## src/rtl/tap_sel_pkg.sv

```systemverilog
// Package: shared state encoding for the tap window selector.
// Assumes: one controller instance owns the state; no other consumers.
package tap_sel_pkg;

    typedef enum logic [2:0] {
        ST_IDLE,
        ST_MERGE,
        ST_SCAN_P,
        ST_JUDGE_P,
        ST_SCAN_C,
        ST_JUDGE_C
    } sel_state_e;

endpackage

```

## src/rtl/tsel_merge_step.sv

```systemverilog
// Module: one fold step of a double-sweep mask.
// Does:   if probe bit idx is 0, clears the two bits of the same tap
//         (idx mod n and idx mod n + n).
// Assumes: 1 <= n and idx < 2*n <= MASK_W; purely combinational.
module tsel_merge_step #(
    parameter int MASK_W = 16,
    parameter int IDX_W  = 5
) (
    input  logic [MASK_W-1:0] mask_in,
    input  logic [IDX_W-1:0]  idx,
    input  logic [IDX_W-1:0]  n,
    output logic [MASK_W-1:0] mask_out
);
    localparam logic [MASK_W-1:0] ONE = MASK_W'(1);

    logic [IDX_W-1:0]  low;
    logic [MASK_W-1:0] shifted;

    // Fold the probe index back onto its tap and clear both copies if the probe failed.
    always_comb begin
        low      = (idx >= n) ? (idx - n) : idx;
        shifted  = mask_in >> idx;
        mask_out = mask_in;
        if (!shifted[0]) begin
            mask_out = mask_in & ~(ONE << low) & ~(ONE << (low + n));
        end
    end
endmodule

```

## src/rtl/tsel_run_tracker.sv

```systemverilog
// Module: longest-run tracker fed one bit per clock.
// Does:   counts consecutive ones and keeps the first strictly longest run
//         (length, first index, last index). A zero bit closes a run.
// Assumes: the caller feeds a trailing zero after the last real bit so an
//          open run at the top gets closed; clr restarts all tracking.
module tsel_run_tracker #(
    parameter int IDX_W = 5
) (
    input  logic             clk,
    input  logic             rst_n,
    input  logic             clr,
    input  logic             step,
    input  logic             bit_in,
    input  logic [IDX_W-1:0] idx,
    output logic [IDX_W-1:0] best_len,
    output logic [IDX_W-1:0] best_first,
    output logic [IDX_W-1:0] best_last
);
    logic [IDX_W-1:0] run_len;

    // Extend the open run or close it and keep it if strictly longer than the best.
    always_ff @(posedge clk) begin
        if (!rst_n || clr) begin
            run_len    <= '0;
            best_len   <= '0;
            best_first <= '0;
            best_last  <= '0;
        end else if (step) begin
            if (bit_in) begin
                run_len <= run_len + 1'b1;
            end else begin
                if (run_len > best_len) begin
                    best_len   <= run_len;
                    best_first <= idx - run_len;
                    best_last  <= idx - 1'b1;
                end
                run_len <= '0;
            end
        end
    end
endmodule

```

## src/rtl/tsel_center.sv

```systemverilog
// Module: centre-of-window tap calculation.
// Does:   tap = ((first + last) / 2) mod n.
// Assumes: first <= last < 2*n, so a single conditional subtract wraps it.
module tsel_center #(
    parameter int IDX_W = 5,
    parameter int TAP_W = 3
) (
    input  logic [IDX_W-1:0] first,
    input  logic [IDX_W-1:0] last,
    input  logic [IDX_W-1:0] n,
    output logic [TAP_W-1:0] tap
);
    logic [IDX_W-1:0] mid;

    // Halve the index sum, then wrap the midpoint onto the first sweep.
    always_comb begin
        mid = IDX_W'(({1'b0, first} + {1'b0, last}) >> 1);
        tap = TAP_W'((mid >= n) ? (mid - n) : mid);
    end
endmodule

```

## src/rtl/tap_window_selector.sv

```systemverilog
// Module: sampling tap window selector (top).
// Does:   latches two 2xN probe masks on start, folds each one
//         (one bit/clk), scans the command mask for its longest run
//         (one bit/clk), falls back to scanning the compare mask if every
//         probe passed, then outputs the wrapped centre tap or an error.
// Assumes: tap_count in 1..MAX_TAPS, otherwise it rejects the start at once.
module tap_window_selector #(
    parameter int MAX_TAPS = 8,
    parameter int MIN_RUN  = 3,
    localparam int MASK_W  = 2 * MAX_TAPS,
    localparam int IDX_W   = $clog2(MASK_W + 1),
    localparam int TAP_W   = (MAX_TAPS > 1) ? $clog2(MAX_TAPS) : 1
) (
    input  logic              clk,
    input  logic              rst_n,
    input  logic              start,
    input  logic [IDX_W-1:0]  tap_count,
    input  logic [MASK_W-1:0] pass_mask,
    input  logic [MASK_W-1:0] cmp_mask,
    output logic [TAP_W-1:0]  tap_sel,
    output logic              done,
    output logic              error,
    output logic              retune_en
);
    import tap_sel_pkg::*;

    sel_state_e        state;
    logic [MASK_W-1:0] mask_q   [2];
    logic [MASK_W-1:0] merged   [2];
    logic [IDX_W-1:0]  n_q;
    logic [IDX_W-1:0]  idx;
    logic [IDX_W-1:0]  two_n;
    logic [IDX_W-1:0]  best_len;
    logic [IDX_W-1:0]  best_first;
    logic [IDX_W-1:0]  best_last;
    logic [TAP_W-1:0]  center_tap;
    logic [TAP_W-1:0]  tap_q;
    logic              done_q;
    logic              err_q;
    logic              rt_q;
    logic              count_bad;
    logic              merge_last;
    logic              full_pass;
    logic              accept;
    logic              trk_clr;
    logic              trk_step;
    logic              scan_bit;
    logic [MASK_W-1:0] scan_shift;
    logic              busy;

    // One fold unit for each mask: command status and data compare.
    for (genvar g = 0; g < 2; g++) begin : g_merge
        tsel_merge_step #(.MASK_W(MASK_W), .IDX_W(IDX_W)) merge_i (
            .mask_in (mask_q[g]),
            .idx     (idx),
            .n       (n_q),
            .mask_out(merged[g])
        );
    end

    tsel_run_tracker #(.IDX_W(IDX_W)) tracker_i (
        .clk       (clk),
        .rst_n     (rst_n),
        .clr       (trk_clr),
        .step      (trk_step),
        .bit_in    (scan_bit),
        .idx       (idx),
        .best_len  (best_len),
        .best_first(best_first),
        .best_last (best_last)
    );

    tsel_center #(.IDX_W(IDX_W), .TAP_W(TAP_W)) center_i (
        .first(best_first),
        .last (best_last),
        .n    (n_q),
        .tap  (center_tap)
    );

    // Decode the control conditions used by the state machine and the tracker.
    always_comb begin
        two_n      = IDX_W'(n_q << 1);
        count_bad  = (tap_count == '0) || (tap_count > IDX_W'(MAX_TAPS));
        merge_last = (state == ST_MERGE) && (idx == two_n - 1'b1);
        full_pass  = (best_len == two_n);
        accept     = (state == ST_JUDGE_C) ? (best_len != '0)
                                           : (best_len >= IDX_W'(MIN_RUN));
        trk_clr    = merge_last || ((state == ST_JUDGE_P) && full_pass);
        trk_step   = (state == ST_SCAN_P) || (state == ST_SCAN_C);
        scan_shift = ((state == ST_SCAN_C) ? mask_q[1] : mask_q[0]) >> idx;
        scan_bit   = (idx < two_n) && scan_shift[0];
        busy       = (state != ST_IDLE);
    end

    // Sequence latch, fold, scan and decide; register the result pulses.
    always_ff @(posedge clk) begin
        if (!rst_n) begin
            state     <= ST_IDLE;
            mask_q[0] <= '0;
            mask_q[1] <= '0;
            n_q       <= '0;
            idx       <= '0;
            tap_q     <= '0;
            done_q    <= 1'b0;
            err_q     <= 1'b0;
            rt_q      <= 1'b0;
        end else begin
            done_q <= 1'b0;
            err_q  <= 1'b0;
            rt_q   <= 1'b0;
            case (state)
                ST_IDLE: begin
                    if (start) begin
                        if (count_bad) begin
                            done_q <= 1'b1;
                            err_q  <= 1'b1;
                        end else begin
                            mask_q[0] <= pass_mask;
                            mask_q[1] <= cmp_mask;
                            n_q       <= tap_count;
                            idx       <= '0;
                            state     <= ST_MERGE;
                        end
                    end
                end
                ST_MERGE: begin
                    for (int g = 0; g < 2; g++) mask_q[g] <= merged[g];
                    if (merge_last) begin
                        idx   <= '0;
                        state <= ST_SCAN_P;
                    end else begin
                        idx <= idx + 1'b1;
                    end
                end
                ST_SCAN_P: begin
                    if (idx == two_n) state <= ST_JUDGE_P;
                    else              idx   <= idx + 1'b1;
                end
                ST_SCAN_C: begin
                    if (idx == two_n) state <= ST_JUDGE_C;
                    else              idx   <= idx + 1'b1;
                end
                ST_JUDGE_P, ST_JUDGE_C: begin
                    if ((state == ST_JUDGE_P) && full_pass) begin
                        idx   <= '0;
                        state <= ST_SCAN_C;
                    end else begin
                        done_q <= 1'b1;
                        err_q  <= !accept;
                        rt_q   <= accept;
                        if (accept) tap_q <= center_tap;
                        state  <= ST_IDLE;
                    end
                end
                default: state <= ST_IDLE;
            endcase
        end
    end

    assign tap_sel   = tap_q;
    assign done      = done_q;
    assign error     = err_q;
    assign retune_en = rt_q;
endmodule

```

## config.mk

```make
export PLATFORM = sky130hd
export DESIGN_NAME = tap_window_selector
export DESIGN_NICKNAME = d
export VERILOG_FILES = /design/src/rtl/tap_sel_pkg.sv /design/src/rtl/tsel_merge_step.sv /design/src/rtl/tsel_run_tracker.sv /design/src/rtl/tsel_center.sv /design/src/rtl/tap_window_selector.sv
export SDC_FILE = /design/constraint.sdc
export NUM_CORES = 1
export LEC_CHECK = 0
export BUFFER_PORTS_ARGS = -buffer_cell sky130_fd_sc_hd__buf_2
export CAP_MARGIN = 20
export CORE_AREA = 4 4 121 123
export CTS_BUF_LIST = sky130_fd_sc_hd__clkbuf_8
export DETAILED_ROUTE_END_ITERATION = 10
export DIE_AREA = 0 0 125 127
export PLACE_DENSITY_LB_ADDON = 0.05
export SLEW_MARGIN = 30
export SYNTH_ARGS = -nofsm -noshare
export SYNTH_HDL_FRONTEND = slang
export SYNTH_SLANG_ARGS = --single-unit
```

## constraint.sdc

```tcl
create_clock -name clk -period 4.15 [get_ports clk]
set_input_delay 0 -clock clk [delete_from_list [all_inputs] [get_ports clk]]
set_output_delay 0 -clock clk [all_outputs]
set_load 0.01 [all_outputs]
```

==> metrics, run 1 <==
Inst Count DP 807; drt pass-1 iters 5; Final setup violation count 0; register bit total from synthesis 71; GRT Total Usage 21.3%; Crit. End Element flip-flop; Starting Density 39.0%; min cycle time layout 3970 ps; Hold EP state[0]$_SDFFE_PN0P_; PD cells 267 nW/um^2; VDD IR max 129 uV; CTS tree yes; vias per cell 5.68; die width 125 um; fin area 6440 um^2; Crit Path Category reg2reg; via count 4882; number of port buffers 45; largest net degree at the start of global routing 35; leading area contributor after synthesis edfxtp_1; DRC Markers 0; Ports 46; Worst Hold Depth 2; fraction of layout cells with a size suffix above 1 15.0%; die area 15900 um^2; max incr delay on CP 490 ps; first-pass GRT wire length 26700 um; Detail Placement HPWL 12400 um; Top FF cell, synth dfxtp_1; worst hold-check path type in2reg; hold wc startpoint rst_n; Ys Warns 0; Site Rows 43; Placed Area 5810 um^2; gr ovfl total 0; synth unique cells 61; htree depth 3; R2R depth 16; antenna diode count 0; Mean Syn Cell Area 8.99 um^2; vias in the first global route 4925; non-filler cells, final 860; status finished, final reports clean; Post-synth EDFFs 32; Hold Violations, Final 0; WL final 16700 um; CP Buf/Inv Count 3; worst hold slack 88.1 ps; Reg clk slew, reported paths 80 ps; initial DRC count 307; crit path max fanout 8; Max Cap Viol 0; Fillers 1349; final period utilization 95.6%; Total Power 1.72 mW; count leader, synth a21oi_1; Post-Syn Area 5330 um^2; Worst Skew 11.5 ps; Startpoint Class flip-flop; worst path arrival time 4100 ps; leakage power 2.46 nW; worst-skew pair later-pin latency 370 ps; fin. max-slew vios 0; Slew HR 39.7%; Synth area leaders edfxtp_1 (18%), dfxtp_1 (15%), ha_1 (8.4%); Nets 756; kind of cell adding the most delay to the critical path compound AO/OA/AOI/OAI gates; Bufs on Longest Clock Path 2; CTS buffer count 9; initial antenna violation count 0; remaining antenna violation count 0; sequential share of the synthesized area 32.7%; FF-to-FF setup slack 180 ps; clock tree sinks 71; number of post-CTS setup repair buffers 0; crit-path most repeated cell inv_1; GP Congestion 0.920; reg2reg end mask_q[0][18]$_DFFE_PP_; syn_nets 674; Wirelength per Cell 19.4 um; Crit path depth 16; share of synthesized registers carrying an async set or reset 0%; Post-synth top cells a21oi_1 (56), nand2_1 (49), dfxtp_1 (39); Synth Instances 593; post-synth top area share 18.0%; Core Area 13700 um^2; P&R area growth vs syn 20.7%; CTS Root Cell clkbuf_8; FMAX 0.252 GHz; Worst EP required 4280 ps; Die Y 127 um; critical path, cell by cell inv_1, ha_1, or2_2, o21ai_1, nand2_1, o21ai_0, ha_1, inv_1, fa_1, inv_1, a21o_1, a21oi_1, xnor2_2, xnor2_2, a311oi_1, a22o_1; worst slew pin tran 898 ps; Reg-to-Reg Start n_q[4]$_SDFFE_PN0P_; Critical-path top delay cell xnor2_2
[stage by stage]
stage	worst slack (ps)	TNS (ps)	utilization, %
after floorplan	44.3	0	-
after global placement	34.6	0	42.5
after detailed placement	36.7	0	42.5
after CTS	11.1	0	46.7
after global routing	-26.1	-95.3	47.1
final	182	0	47.1
[per-layer routing]
metal	track usage (%)	wire [um]	share of wire, %	vias up
met3	2.55	528	3.2	36
met5	0	0	0	-
met1	27.2	7490	45	2333
met2	36.3	8110	49	127
li1	-	-	-	2386
met4	9.44	560	3.4	0
[cell families (layout without fill, tap and decap cells)]
kind of cell	after synthesis	in the layout	share of synthesized area (%)
buffers and inverters	63	149	4.79
flip-flops	71	71	32.7
adder cells (fa/ha/maj)	41	41	10.3
AO/OA/AOI/OAI	176	176	22.1
XOR/XNOR	31	32	5.09
AND/OR/NAND/NOR	184	184	17.9
multiplexers	27	27	7.13
[what timing repair did]
item | 4_1_cts | 5_1_grt
setup endpoints to repair | 0 | 32
hold buffers | 36 | 0
hold endpoints to repair | 36 | 0
resized for setup | 0 | 5
[placed cells by master (no fill, tap or decap), types with 4 or more instances in the layout]
master,n
dlygate4sd3_1,36
nor2_1,24
ha_1,36
a21o_1,6
o21ai_0,25
mux4_2,8
nand4_1,8
mux2i_1,14
buf_4,20
a22o_1,32
o21a_1,4
nand2_1,49
edfxtp_1,32
nand3_1,36
and3_1,9
clkbuf_8,9
and2_1,4
clkinv_1,4
a311oi_1,13
o21ai_1,4
nor2b_1,12
buf_2,45
nand2b_1,11
inv_1,31
a31oi_1,4
a211oi_1,13
xnor2_1,18
dfxtp_1,39
nor3_1,7
fa_1,5
mux2_2,4
xor2_1,11
a21oi_1,56
[worst reg2reg max path: stages (launching register included)]
cell and delay, ps:
dfxtp_1 420, inv_1 120, ha_1 320, or2_2 330, o21ai_1 220, nand2_1 90
o21ai_0 90, ha_1 190, inv_1 50, fa_1 430, inv_1 90, a21o_1 110
a21oi_1 90, xnor2_2 220, xnor2_2 490, a311oi_1 220, a22o_1 230
[worst max path at each step]
stage | slack (ps) | startpoint | endpoint
after floorplan | 40 | idx[0]$_SDFFE_PN0P_ | mask_q[0][20]$_DFFE_PP_
after global placement | 30 | n_q[1]$_SDFFE_PN0P_ | mask_q[0][12]$_DFFE_PP_
after detailed placement | 40 | n_q[1]$_SDFFE_PN0P_ | mask_q[0][12]$_DFFE_PP_
after CTS | 10 | n_q[4]$_SDFFE_PN0P_ | mask_q[0][12]$_DFFE_PP_
after global routing | -30 | n_q[1]$_SDFFE_PN0P_ | mask_q[0][20]$_DFFE_PP_
final | 180 | n_q[4]$_SDFFE_PN0P_ | mask_q[0][18]$_DFFE_PP_
[final cells by class]
class / count / area, um^2 / share of cell area (%)
tap: 180 / 225 / 3.50
clock inverter: 7 / 87.6 / 1.36
multi-input combinational: 460 / 3400 / 52.9
inverter: 32 / 120 / 1.87
clock buffer: 9 / 124 / 1.92
sequential: 71 / 1740 / 27.1
timing repair buffer: 101 / 736 / 11.4
[flip-flops by register name, summed over array words and instances (netlist names)]
signal / flops
mask_q: 32
idx: 5
n_q: 5
done: 1
tap_sel: 3
tracker_i.best_first: 5
tracker_i.best_len: 5
retune_en: 1
tracker_i.best_last: 5
error: 1
state: 3
tracker_i.run_len: 5
[power breakdown]
| group | switching [mW] | internal (mW) | leakage [nW] | total, mW |
|---|---|---|---|---|
| registers | 0.0274 | 0.764 | 0.651 | 0.792 |
| logic | 0.176 | 0.134 | 1.71 | 0.311 |
| clock network | 0.285 | 0.333 | 0.102 | 0.618 |
Note: power is estimated with default switching activity, not from simulation.
==> run 2: changes to the inputs <==
--- a/config.mk
+++ b/config.mk
@@ -12,6 +12,7 @@
 export DETAILED_ROUTE_END_ITERATION = 10
 export DIE_AREA = 0 0 125 127
 export PLACE_DENSITY_LB_ADDON = 0.05
+export RECOVER_POWER = 100
 export SLEW_MARGIN = 30
 export SYNTH_ARGS = -nofsm -noshare
 export SYNTH_HDL_FRONTEND = slang
==> run 2 against run 1 <==
- wire length about the same
- clock skew is essentially flat
- critical path depth unchanged
- sequential power barely moved
- largest cell class unchanged
- critical endpoint unchanged
==> metrics, run 2 (synthesis gave the netlist of run 1 again) <==
die width 125 um (unchanged); Starting Density 39.0% (unchanged); critical path, cell by cell inv_1, ha_1, or2_2, o21ai_1, nand2_1, o21ai_0, ha_1, inv_1, fa_1, inv_1, a21o_1, a21oi_1, xnor2_2, xnor2_2, a311oi_1, a22o_1; largest reg by FF count mask_q; antenna diode count 0 (unchanged); most common cell after layout, fill and taps aside a21oi_1; via count 4875 (-0.14%); Die Y 127 um (unchanged); number of post-CTS setup repair buffers 0 (unchanged); kind of cell adding the most delay to the critical path compound AO/OA/AOI/OAI gates; final period utilization 95.8% (+0.17 points); Reg clk slew, reported paths 80 ps (about the same); P&R area growth vs syn 20.0%; first-pass GRT wire length 26700 um (unchanged); Wirelength per Cell 19.4 um (about the same); Slew HR 13.4% (-26 points); GP Congestion 0.920 (unchanged); Worst EP required 4280 ps (about the same); Fillers 1359 (+0.74%); remaining antenna violation count 0 (unchanged); vias per cell 5.67 (-0.14%); worst slew pin tran 1280 ps (+381 ps); min cycle time layout 3980 ps (+7.19 ps); WL final 16700 um (about the same); pre-CTS setup slack 36.7 ps (unchanged); CP endpoint mask_q[0][18]$_DFFE_PP_; Reg-to-Reg Start n_q[4]$_SDFFE_PN0P_; worst setup path start n_q[4]$_SDFFE_PN0P_; fin util 46.8% (-0.30 points); VDD IR max 130 uV (+0.24%); fraction of layout cells with a size suffix above 1 12.9% (-2.1 points); gr ovfl total 0 (unchanged); worst path arrival time 4100 ps (about the same); status finished, final reports clean; CTS Root Cell clkbuf_8; most frequent cells in the layout a21oi_1 (56), nand2_1 (49), dfxtp_1 (39); crit path max fanout 8 (unchanged); max FFs per register 32 (unchanged); multi-input logic area 3400 um^2 (-0.22%); clock tree sinks 71 (unchanged); largest net degree at the start of global routing 35 (unchanged); die area 15900 um^2 (unchanged); Inst Count DP 807 (unchanged); vias in the first global route 4925 (unchanged); fin. max-slew vios 0 (unchanged); Crit. End Element flip-flop; max incr delay on CP 490 ps (about the same); leakage power 2.41 nW (-2.2%); Bufs on Longest Clock Path 2 (unchanged); Final setup violation count 0 (unchanged); R2R depth 16 (unchanged); Max Cap Viol 0 (unchanged); non-filler cells, final 860 (unchanged); Ports 46 (unchanged); drt pass-1 iters 5 (unchanged); Register Area 1740 um^2 (unchanged); Site Rows 43 (unchanged); initial antenna violation count 0 (unchanged); Hold Violations, Final 0 (unchanged); GRT Total Usage 21.3% (unchanged); Nets 756 (unchanged); CTS buffer count 9 (unchanged); PD cells 269 nW/um^2 (+0.54%); initial DRC count 293 (-4.6%); crit-path most repeated cell inv_1; Crit Path Category reg2reg; CTS tree yes; reg2reg end mask_q[0][18]$_DFFE_PP_; number of port buffers 45 (unchanged); htree depth 3 (unchanged); Crit path depth 16 (unchanged); final setup margin 174 ps (-7.19 ps); worst-skew pair later-pin latency 370 ps (about the same); DRC Markers 0 (unchanged); Detail Placement HPWL 12400 um (unchanged); Startpoint Class flip-flop; Core Area 13700 um^2 (unchanged); CP Buf/Inv Count 3 (unchanged); Worst Skew 11.7 ps (+0.144 ps); FMAX 0.252 GHz (-0.18%); FF-to-FF setup slack 170 ps (about the same); worst hold-check path type in2reg; Critical-path top delay cell xnor2_2
==> run 2: changes by cell type in the layout (fill, tap and decap cells not counted), moves of 2 or more <==
cell / delta
clkbuf_1: +13
buf_2: -7
buf_4: -8
o21ai_0: +2
o21ai_1: -2
==> run 2: worst reg2reg max path: cells and delay by family, from the launching register on <==
kind	cells	cell delay (ps)
AOI/OAI and AO/OA	6	960
xor gates and xnor gates	2	710
adders and majority gates	3	940
buffers and inverters	3	260
DFF	1	420
and+or+nand+nor	2	420
==> run 2: metrics by stage <==
stage	hold slack, ps	total power, mW	cell area [um^2]	TNS (ps)
6_report	86.2	1.72	6400	0
5_1_grt	87.4	1.80	6400	-72.1
4_1_cts	75.9	1.73	6380	0
3_5_place_dp	290	1.08	5810	0
3_3_place_gp	272	1.08	5810	0
2_1_floorplan	170	0.979	5340	0
==> run 2: layer usage <==
layer,routed length (um),up-vias,GRT usage [%]
met3,547,37,2.55
met4,573,0,9.44
met2,8120,124,36.3
met5,0,-,0
li1,-,2382,-
met1,7460,2332,27.2
==> run 2: where the power goes <==
| part | switching (mW) | total (mW) | internal [mW] |
|---|---|---|---|
| sequential | 0.0276 | 0.793 | 0.765 |
| combinational | 0.176 | 0.307 | 0.131 |
| clock | 0.286 | 0.620 | 0.333 |
==> run 2: how the worst min path moves through the flow <==
stage	depth (start not counted)	start	endpoint	slack, ps
after floorplan	2	tap_count[0]	n_q[0]$_SDFFE_PN0P_	170
after CTS	2	rst_n	state[0]$_SDFFE_PN0P_	80
after detailed placement	3	tap_count[2]	n_q[2]$_SDFFE_PN0P_	290
after global placement	3	tap_count[1]	n_q[1]$_SDFFE_PN0P_	270
after global routing	2	rst_n	state[0]$_SDFFE_PN0P_	90
final	2	rst_n	state[0]$_SDFFE_PN0P_	90
==> run 2: repair_timing <==
item | in CTS | in global routing
hold buffers | 36 | 0
endpoints found under the hold margin | 36 | 0
resized for setup | 0 | 5
endpoints found under the setup margin | 0 | 32
==> run 2: layout make-up <==
type                       count  area share (%)
timing repair buffer         101            11.0
tap                          180            3.52
multi-input combinational    460            53.1
sequential                    71            27.2
inverter                      32            1.88
clock buffer                   9            1.94
clock inverter                 7            1.37
==> run 3: changes to the inputs <==
--- a/config.mk
+++ b/config.mk
@@ -11,6 +11,7 @@
 export CTS_BUF_LIST = sky130_fd_sc_hd__clkbuf_8
 export DETAILED_ROUTE_END_ITERATION = 10
 export DIE_AREA = 0 0 125 127
+export GPL_TIMING_DRIVEN = 0
 export PLACE_DENSITY_LB_ADDON = 0.05
 export RECOVER_POWER = 100
 export SLEW_MARGIN = 30
==> run 3 against run 2 <==
- non-clock buffer count is 19 higher
- final cell count grew 2.1%
- first-iteration DRC count up 23%
- register-to-register slack better by 50 ps
- wire length is 2.6% higher
==> metrics, run 3 (synthesis gave the netlist of run 1 again) <==
gr ovfl total 0 (unchanged); Final setup violation count 0 (unchanged); initial DRC count 359 (+23%); worst-skew pair later-pin latency 380 ps (about the same); first-pass GRT wire length 26800 um (+0.31%); Core Area 13700 um^2 (unchanged); metal2 WL 8370 um (+3.0%); die width 125 um (unchanged); die area 15900 um^2 (unchanged); vias per cell 5.75 (+1.4%); met3 WL post-DR 662 um (+21%); Ports 46 (unchanged); Placed Area 5820 um^2 (+0.15%); worst path arrival time 4180 ps (+80 ps); Reg power frac 48.2% (+2.1 points); CP Buf/Inv Count 6 (+3); Total Power 1.65 mW (-4.1%); fraction of layout cells with a size suffix above 1 16.9% (+4.0 points); crit-path most repeated cell inv_1; R2R depth 19 (+3); via count 5045 (+3.5%); most common cell after layout, fill and taps aside a21oi_1; max FFs per register 32 (unchanged); Hold Violations, Final 0 (unchanged); Bufs on Longest Clock Path 2 (unchanged); combinational group share of total power 20.4% (+2.6 points); CTS buffer count 9 (unchanged); VDD IR max 134 uV (+3.1%); fin util 48.3% (+1.5 points); Critical-path top delay cell a311oi_2; worst slew pin tran 1230 ps (-45.1 ps); Worst Hold Depth 3 (+1); GP Congestion 0.855 (-7.1%); DRC Markers 0 (unchanged); Slew HR 17.1% (+3.7 points); Crit path depth 19 (+3); switching share of total power 31.6% (+3.1 points); met1 wire length 7560 um (+1.2%); critical path, cell by cell inv_1, ha_1, or2_2, o21ai_4, clkbuf_8, nand2_1, o21ai_1, ha_1, inv_1, fa_1, inv_1, a21o_1, a21oi_1, xnor2_1, xnor2_2, buf_4, clkbuf_4, a311oi_2, a22o_1; fin area 6600 um^2 (+3.2%); Nets 774 (+2.4%); crit path max fanout 10 (+2); status finished, final reports clean; largest net degree at the start of global routing 20 (-43%); PD cells 250 nW/um^2 (-7.0%); Site Rows 43 (unchanged); Worst Skew 11.6 ps (-0.0499 ps); Fillers 1344 (-1.1%); Crit. End Element flip-flop; worst hold-check path type in2reg; antenna diode count 0 (unchanged); Max Cap Viol 0 (unchanged); vias in the first global route 4922 (-0.061%); Startpoint Class flip-flop; unrepaired setup endpoints after global routing no; CTS tree yes; htree depth 3 (unchanged); Worst EP required 4400 ps (+120 ps); Starting Density 39.0% (unchanged); top sig layer met4; initial antenna violation count 0 (unchanged); switching power 521 uW (+6.4%); Clock power frac 31.5% (-4.5 points); max incr delay on CP 450 ps (-40 ps); CTS Root Cell clkbuf_8; largest reg by FF count mask_q; fin. max-slew vios 0 (unchanged); worst hold slack 68.5 ps (-17.7 ps); clock tree sinks 71 (unchanged); number of port buffers 44 (-2.2%); final setup margin 220 ps (+45.2 ps); Detail Placement HPWL 12900 um (+3.7%); Inst Count DP 819 (+1.5%); kind of cell adding the most delay to the critical path compound AO/OA/AOI/OAI gates; drt pass-1 iters 5 (unchanged); Wirelength per Cell 19.5 um (+0.54%); Reg clk slew, reported paths 90 ps (about the same); GRT Total Usage 21.3% (+0.046 points); setup TNS 0 ps (unchanged); final period utilization 94.7% (-1.1 points); WL final 17200 um (+2.6%); remaining antenna violation count 0 (unchanged); min cycle time layout 3930 ps (-45.2 ps); Crit Path Category reg2reg; non-filler cells, final 878 (+2.1%); P&R area growth vs syn 23.8%; Internal Power 1.13 mW (-8.2%); FMAX 0.254 GHz (+1.2%); pre-CTS setup slack -1170 ps (-1210 ps); Die Y 127 um (unchanged); most frequent cells in the layout a21oi_1 (55), nand2_1 (49), buf_2 (40); leakage power 2.43 nW (+1.0%)
==> run 3: cell types whose count changed in the layout (fill, tap and decap cells not counted), sizes merged <==
cell,change
xnor2,-1
bufinv,-2
clkinv,-1
clkinvlp,+3
buf,-1
clkbuf,+20
==> run 3: what timing repair did <==
| item | 4_1_cts | 5_1_grt |
|---|---|---|
| gates cloned | 0 | 1 |
| endpoints found under the setup margin | 32 | 32 |
| endpoints found under the hold margin | 36 | 0 |
| resized for setup | 27 | 22 |
| hold buffers | 36 | 0 |
| pin swaps | 2 | 2 |
| buffers inserted | 3 | 4 |
==> run 3: metal layers <==
| layer | vias to the layer above | global-route usage, % |
|---|---|---|
| li1 | 2429 | - |
| met1 | 2442 | 26.4 |
| met2 | 147 | 37.0 |
| met3 | 27 | 3.64 |
| met4 | 0 | 8.80 |
| met5 | - | 0 |
==> run 3: area by class of cell <==
| type | instances | area, um^2 | area share (%) |
|---|---|---|---|
| repair buffers | 90 | 659 | 9.99 |
| inverters | 32 | 129 | 1.95 |
| plain buffers | 30 | 145 | 2.20 |
| clock buffers | 9 | 124 | 1.88 |
| well taps | 180 | 225 | 3.41 |
| multi-input cells | 459 | 3510 | 53.2 |
| clock inverters | 7 | 47.5 | 0.720 |
| flip-flops and latches | 71 | 1760 | 26.7 |
==> run 3: path summary, 6_finish.rpt <==
path | start | end | slack [ps]
max | n_q[4]$_SDFFE_PN0P_ | mask_q[0][15]$_DFFE_PP_ | 220
min | rst_n | idx[3]$_SDFFE_PN0P_ | 70
max reg2reg | n_q[4]$_SDFFE_PN0P_ | mask_q[0][15]$_DFFE_PP_ | 220
min reg2reg | tap_sel[0]$_SDFFE_PN0P_ | tap_sel[0]$_SDFFE_PN0P_ | 470
==> run 3: power groups by stage <==
stage          clock, mW  combinational, mW  sequential, mW
5_1_grt            0.562              0.366           0.799
2_1_floorplan          0              0.181           0.797
4_1_cts            0.533              0.309           0.795
3_3_place_gp           0              0.254           0.813
6_report           0.519              0.336           0.795
3_5_place_dp           0              0.263           0.812
==> run 3: worst min-delay path: stages <==
cell,delay [ps]
clkbuf_1,200
nand2_1,130
o32ai_1,80
